<file path="src/rtl/dacif_pkg.sv">
package dacif_pkg;

  // Global control register fields (bit 1 enable, bit 0 buffered).
  typedef struct packed {
    logic enable;
    logic buffered;
  } gctrl_t;

  localparam int unsigned GCTRL_W = $bits(gctrl_t);

endpackage

</file>
<file path="src/rtl/dacif_decode.sv">
module dacif_decode #(
  parameter int unsigned ADDR_W     = 8,
  parameter int unsigned N_CH       = 4,
  parameter logic [7:0]  GCTRL_ADDR = 8'h02,
  parameter logic [7:0]  DCTRL_ADDR = 8'h12,
  parameter logic [7:0]  DATA_BASE  = 8'h14
) (
  input  logic              bus_wr,
  input  logic              bus_rd,
  input  logic [ADDR_W-1:0] bus_addr,
  output logic              gctrl_we,
  output logic              dctrl_we,
  output logic              dctrl_commit,
  output logic              data_commit,
  output logic [N_CH-1:0]   data_we
);

  localparam logic [ADDR_W-1:0] G_A = ADDR_W'(GCTRL_ADDR);
  localparam logic [ADDR_W-1:0] D_A = ADDR_W'(DCTRL_ADDR);

  always_comb begin
    gctrl_we     = bus_wr && (bus_addr == G_A);
    dctrl_we     = bus_wr && (bus_addr == D_A);
    data_commit  = bus_rd && (bus_addr == G_A);
    dctrl_commit = bus_rd && (bus_addr == D_A);
  end

  for (genvar n = 0; n < N_CH; n++) begin : g_data_hit
    localparam logic [ADDR_W-1:0] CH_A = ADDR_W'(DATA_BASE + 2 * n);
    assign data_we[n] = bus_wr && (bus_addr == CH_A);
  end

endmodule

</file>
<file path="src/rtl/dacif_ctrl.sv">
module dacif_ctrl
  import dacif_pkg::*;
#(
  parameter int unsigned BUS_W    = 16,
  parameter int unsigned N_CH     = 4,
  parameter int unsigned POL_TOP  = 7,
  parameter int unsigned GAIN_TOP = 11
) (
  input  logic             clk,
  input  logic             rst,
  input  logic             gctrl_we,
  input  logic             dctrl_we,
  input  logic             dctrl_commit,
  input  logic [BUS_W-1:0] wdata,
  output logic             enable,
  output logic             buffered,
  output logic [N_CH-1:0]  pol_act,
  output logic [N_CH-1:0]  gain_act
);

  gctrl_t           gctrl_q;
  logic [BUS_W-1:0] dctrl_stage;
  logic [N_CH-1:0]  pol_stage;
  logic [N_CH-1:0]  gain_stage;

  always_ff @(posedge clk) begin
    if (rst) begin
      gctrl_q     <= '0;
      dctrl_stage <= '0;
    end else begin
      if (gctrl_we)
        gctrl_q <= gctrl_t'(wdata[GCTRL_W-1:0]);
      if (dctrl_we)
        dctrl_stage <= wdata;
    end
  end

  // Descending layout: channel n sits n places right of channel 0.
  for (genvar n = 0; n < N_CH; n++) begin : g_field
    assign pol_stage[n]  = dctrl_stage[POL_TOP - n];
    assign gain_stage[n] = dctrl_stage[GAIN_TOP - n];
  end

  always_ff @(posedge clk) begin
    if (rst) begin
      pol_act  <= '0;
      gain_act <= '0;
    end else if (dctrl_commit && gctrl_q.enable) begin
      pol_act  <= pol_stage;
      gain_act <= gain_stage;
    end
  end

  assign enable   = gctrl_q.enable;
  assign buffered = gctrl_q.buffered;

  assert_ctrl_hold_R6: assert property (@(posedge clk) disable iff (rst)
    !dctrl_commit |=> $stable(pol_act) && $stable(gain_act));

  assert_ctrl_off_R8: assert property (@(posedge clk) disable iff (rst)
    !enable |=> $stable(pol_act) && $stable(gain_act));

endmodule

</file>
<file path="src/rtl/dacif_channel.sv">
module dacif_channel #(
  parameter int unsigned BUS_W  = 16,
  parameter int unsigned CODE_W = 12
) (
  input  logic              clk,
  input  logic              rst,
  input  logic              enable,
  input  logic              buffered,
  input  logic              we,
  input  logic              commit,
  input  logic [BUS_W-1:0]  wdata,
  output logic [CODE_W-1:0] code_act
);

  localparam logic [CODE_W-1:0] MID = CODE_W'(1) << (CODE_W - 1);

  logic [CODE_W-1:0] stage_q;

  always_ff @(posedge clk) begin
    if (rst) begin
      stage_q  <= '0;
      code_act <= MID;
    end else begin
      if (we)
        stage_q <= wdata[CODE_W-1:0];
      if (!enable)
        code_act <= MID;
      else if (!buffered && we)
        code_act <= wdata[CODE_W-1:0];
      else if (commit)
        code_act <= stage_q;
    end
  end

  assert_mid_when_off_R5: assert property (@(posedge clk) disable iff (rst)
    !enable |=> code_act == MID);

  assert_buffered_hold_R3: assert property (@(posedge clk) disable iff (rst)
    enable && buffered && !commit |=> $stable(code_act));

  assert_direct_write_R4: assert property (@(posedge clk) disable iff (rst)
    enable && !buffered && we |=> code_act == $past(wdata[CODE_W-1:0]));

endmodule

</file>
<file path="src/rtl/dac_quad_if.sv">
module dac_quad_if #(
  parameter int unsigned ADDR_W     = 8,
  parameter int unsigned BUS_W      = 16,
  parameter int unsigned CODE_W     = 12,
  parameter int unsigned N_CH       = 4,
  parameter logic [7:0]  GCTRL_ADDR = 8'h02,
  parameter logic [7:0]  DCTRL_ADDR = 8'h12,
  parameter logic [7:0]  DATA_BASE  = 8'h14,
  parameter int unsigned POL_TOP    = 7,
  parameter int unsigned GAIN_TOP   = 11
) (
  input  logic                   clk,
  input  logic                   rst,
  input  logic                   bus_wr,
  input  logic                   bus_rd,
  input  logic [ADDR_W-1:0]      bus_addr,
  input  logic [BUS_W-1:0]       bus_wdata,
  output logic [N_CH*CODE_W-1:0] ch_code,
  output logic [N_CH-1:0]        ch_bipolar,
  output logic [N_CH-1:0]        ch_gain
);

  logic            gctrl_we;
  logic            dctrl_we;
  logic            dctrl_commit;
  logic            data_commit;
  logic [N_CH-1:0] data_we;
  logic            enable;
  logic            buffered;

  dacif_decode #(
    .ADDR_W(ADDR_W), .N_CH(N_CH), .GCTRL_ADDR(GCTRL_ADDR),
    .DCTRL_ADDR(DCTRL_ADDR), .DATA_BASE(DATA_BASE)
  ) u_decode (
    .bus_wr(bus_wr), .bus_rd(bus_rd), .bus_addr(bus_addr),
    .gctrl_we(gctrl_we), .dctrl_we(dctrl_we), .dctrl_commit(dctrl_commit),
    .data_commit(data_commit), .data_we(data_we)
  );

  dacif_ctrl #(
    .BUS_W(BUS_W), .N_CH(N_CH), .POL_TOP(POL_TOP), .GAIN_TOP(GAIN_TOP)
  ) u_ctrl (
    .clk(clk), .rst(rst), .gctrl_we(gctrl_we), .dctrl_we(dctrl_we),
    .dctrl_commit(dctrl_commit), .wdata(bus_wdata),
    .enable(enable), .buffered(buffered),
    .pol_act(ch_bipolar), .gain_act(ch_gain)
  );

  for (genvar n = 0; n < N_CH; n++) begin : g_chan
    dacif_channel #(.BUS_W(BUS_W), .CODE_W(CODE_W)) u_chan (
      .clk(clk), .rst(rst), .enable(enable), .buffered(buffered),
      .we(data_we[n]), .commit(data_commit), .wdata(bus_wdata),
      .code_act(ch_code[n*CODE_W +: CODE_W])
    );
  end

  assert_one_channel_R2: assert property (@(posedge clk) disable iff (rst)
    $onehot0(data_we));

  assert_reset_state_R1: assert property (@(posedge clk)
    rst |=> ch_bipolar == '0 && ch_gain == '0);

endmodule

</file>
<file path="config.mk">
export PLATFORM = sky130hd
export DESIGN_NAME = dac_quad_if
export DESIGN_NICKNAME = d
export VERILOG_FILES = /design/src/rtl/dacif_pkg.sv /design/src/rtl/dacif_decode.sv /design/src/rtl/dacif_ctrl.sv /design/src/rtl/dacif_channel.sv /design/src/rtl/dac_quad_if.sv
export SDC_FILE = /design/constraint.sdc
export NUM_CORES = 1
export LEC_CHECK = 0
export BUFFER_PORTS_ARGS = -buffer_cell sky130_fd_sc_hd__buf_4
export CORE_MARGIN = 2
export CORE_UTILIZATION = 45
export CTS_BUF_LIST = sky130_fd_sc_hd__clkbuf_4
export DETAILED_ROUTE_END_ITERATION = 8
export HOLD_SLACK_MARGIN = 0.02
export PLACE_DENSITY = 0.67
export SKIP_LAST_GASP = 1
export SYNTH_ARGS = -nofsm -noshare
export SYNTH_HDL_FRONTEND = slang
export SYNTH_SLANG_ARGS = --single-unit
</file>
<file path="constraint.sdc">
create_clock -name clk -period 5.1 [get_ports clk]
set_input_delay 0.765 -clock clk [delete_from_list [all_inputs] [get_ports clk]]
set_output_delay 0.765 -clock clk [all_outputs]
set_load 0.01 [all_outputs]
</file>
==> flow_summary.ini <==
[floorplanning]
num_io_pins = 84
die_y_um = 106
die_w_um = 106
die_area_um2 = 11200
core_um2 = 10200
initial_utilization_pct = 45.7
std_cell_rows = 37

[route]
via_per_inst = 5.48
met1_length_um = 5130
route.met2.wl_um = 5340
drc = 0
detail-route-antenna-nets = 0
dr.pass1.iters = 4
wire_per_inst_um = 16.4
wl_met3_um = 792
vias = 3817
top_layer_used = met4
wl_um = 11400
drt_iter0_drc = 218

[placed_design]
postPlaceCellArea_um2 = 5190
dp_cells = 667
routabilityCongestion = 0.816
portBuffers = 79
hpwl_um = 7310

[final_layout]
layout-drive-gt1-share_pct = 24.8
syn2layout_area_growth_pct = 17.5
final_util_pct = 53.7
n_antenna_cell = 0
fin_area_um2 = 5470
finalNetCount = 578
stdcell_count = 697

[synth]
yosysTopAreaCell = dfxtp_1
ys_seq_area_share_pct = 49.1
synth-simple-area-share_pct = 17.8
synth_edf_count = 0
synth-compound-area-share_pct = 16.8
synth_cell_types = 38
synth_common_cells = dfxtp_1, nand3_1, nor2_1
synthMuxAreaShare_pct = 9.47
synth_area_leaders = dfxtp_1, mux2i_1, a22oi_1, nand3_1, a21oi_1
synth_ff_type = dfxtp_1
synth_fa_ha_area_share_pct = 0
synth_xor_xnor_area_share_pct = 0
yosysMostFrequentCell = dfxtp_1
yosys_warnings = 0
syn-num-nets = 525
async_reset_ff_share_pct = 0
synth_top_family_by_area = simple AND/OR/NAND/NOR gates
synth_top_area_share_pct = 49.1
ys_ff_latch = 114
netlist_instances = 497
syn_area_um2 = 4650
avgSynthCellArea_um2 = 9.36

[pwr]
p_switching_mw = 0.360
p_sw_share_pct = 22.3
p_leak_nw = 2.34
powerDensity_nw_per_um2 = 296
p_comb_share_pct = 3.8
p_seq_share_pct = 55.0
intPower_mw = 1.26
vdd.ir_drop.worst_uv = 187
clockPowerShare_pct = 41.1

[timing]
rsz0062_at_grt = no
worst_pin_slew_ns = 1.24
post-route-period-util_pct = 50.3
skew_ns = 0.00992
finalHoldViolCount = 0
setup_violations = 0
finalSetupTns_ns = 0
worst_hold_slack_ns = 0.456
min_period_ns = 2.57
slew_violations = 0
relSlewSlack_pct = 17.5
max_freq_mhz = 390

[clock_network]
cts_root_buf = clkbuf_4
cts_made_buffers = 17
htree_levels = 4
clk_pin_slew_ns = 0.09
clk_latency_ns = 0.51
cts_tree = yes
post_cts_resized = 0
holdBufCountCts = 0
ctsLongestPathBuffers = 2
cts.sinks = 114
postCtsSetupBuffers = 0

[global_routing]
first_global_vias = 3663
grt.total_usage_pct = 21.4
antenna_found_initial = 0
grt_pass1_wl_um = 18300
grt.overflow.total = 0
grt_max_degree = 69

[worst_setup_path]
crit_path_end_kind = register
required_ns = 5.45
arrival_ns = 2.92
worstPathMaxFanout = 68
start_kind = input pin
path_class = input pin to register

[min_path]
hold_path.class = register to register

[flow_run]
drv_cap = 0

[outcome]
outcome = completed
## worst paths after layout
check	startpoint	end	slack (ns)	cells after the start
worst max-delay path	rst	g_chan[3].u_chan.code_act[0]	2.53	6
worst min-delay path	g_chan[2].u_chan.code_act[0]	g_chan[2].u_chan.code_act[0]	0.46	2
worst max register to register	u_ctrl.buffered	g_chan[3].u_chan.code_act[0]	2.82	3
worst min register to register	g_chan[2].u_chan.code_act[0]	g_chan[2].u_chan.code_act[0]	0.46	2
## registers in the layout, summed over array words and instances (netlist names)
name,flops
u_ctrl.pol_act,4
g_chan.u_chan.code_act,48
u_ctrl.dctrl_stage,8
g_chan.u_chan.stage_q,48
u_ctrl.gain_act,4
u_ctrl.buffered,1
u_ctrl.enable,1
## layout make-up
| cell class | count | area [um^2] |
|---|---|---|
| multi-input combinational | 314 | 2050 |
| tap | 136 | 170 |
| fill | 1003 | 4720 |
| inverter | 22 | 82.6 |
| sequential | 114 | 2280 |
| clock inverter | 9 | 115 |
| clock buffer | 21 | 158 |
| timing repair buffer | 81 | 608 |
## cells by family (layout without fill, tap and decap cells)
kind of cell,Yosys count,in the layout
multiplexers,44,44
AO/OA/AOI/OAI,111,111
AND/OR/NAND/NOR,159,159
buffers and inverters,69,133
flip-flops,114,114
## metal layers
layer / up-vias / global-route usage, %
li1: 1844 / -
met2: 123 / 33.4
met4: 0 / 7.33
met1: 1836 / 28.0
met3: 14 / 7.05
met5: - / 0
## per-stage QoR
stage	worst slack, ns	total power [mW]
6_report	2.53	1.62
5_1_grt	2.37	1.68
4_1_cts	2.58	1.63
3_5_place_dp	1.98	0.972
3_3_place_gp	2.06	0.971
2_1_floorplan	2.99	0.945
## cells in the final DEF (no fill, tap or decap), types with 2 or more instances in the layout
master / instances
clkinv_1: 4
nor2b_1: 5
clkbuf_4: 21
and4_1: 2
a211o_1: 2
o21ai_2: 20
nand3_1: 55
dfxtp_1: 114
a22oi_1: 44
and3_1: 2
nor2_1: 45
buf_4: 81
a32o_1: 2
a21oi_1: 36
bufinv_16: 3
nand2b_1: 3
o31ai_2: 2
clkinv_2: 2
mux2i_1: 44
nor4_4: 2
nand2_1: 33
inv_1: 22
## worst max-delay path, stage by stage
cell,delay [ns]
buf_4,0.53
nand2b_1,0.80
a31oi_1,0.08
buf_4,0.24
o31ai_2,0.29
o21ai_0,0.15
## power groups by stage
stage / registers [mW] / clock network [mW] / logic (mW)
after floorplan: 0.911 / 0 / 0.0336
after global placement: 0.911 / 0 / 0.0603
after detailed placement: 0.911 / 0 / 0.0612
after CTS: 0.890 / 0.681 / 0.0614
after global routing: 0.891 / 0.725 / 0.0661
final: 0.890 / 0.665 / 0.0622
Note: power is estimated with default switching activity, not from simulation.
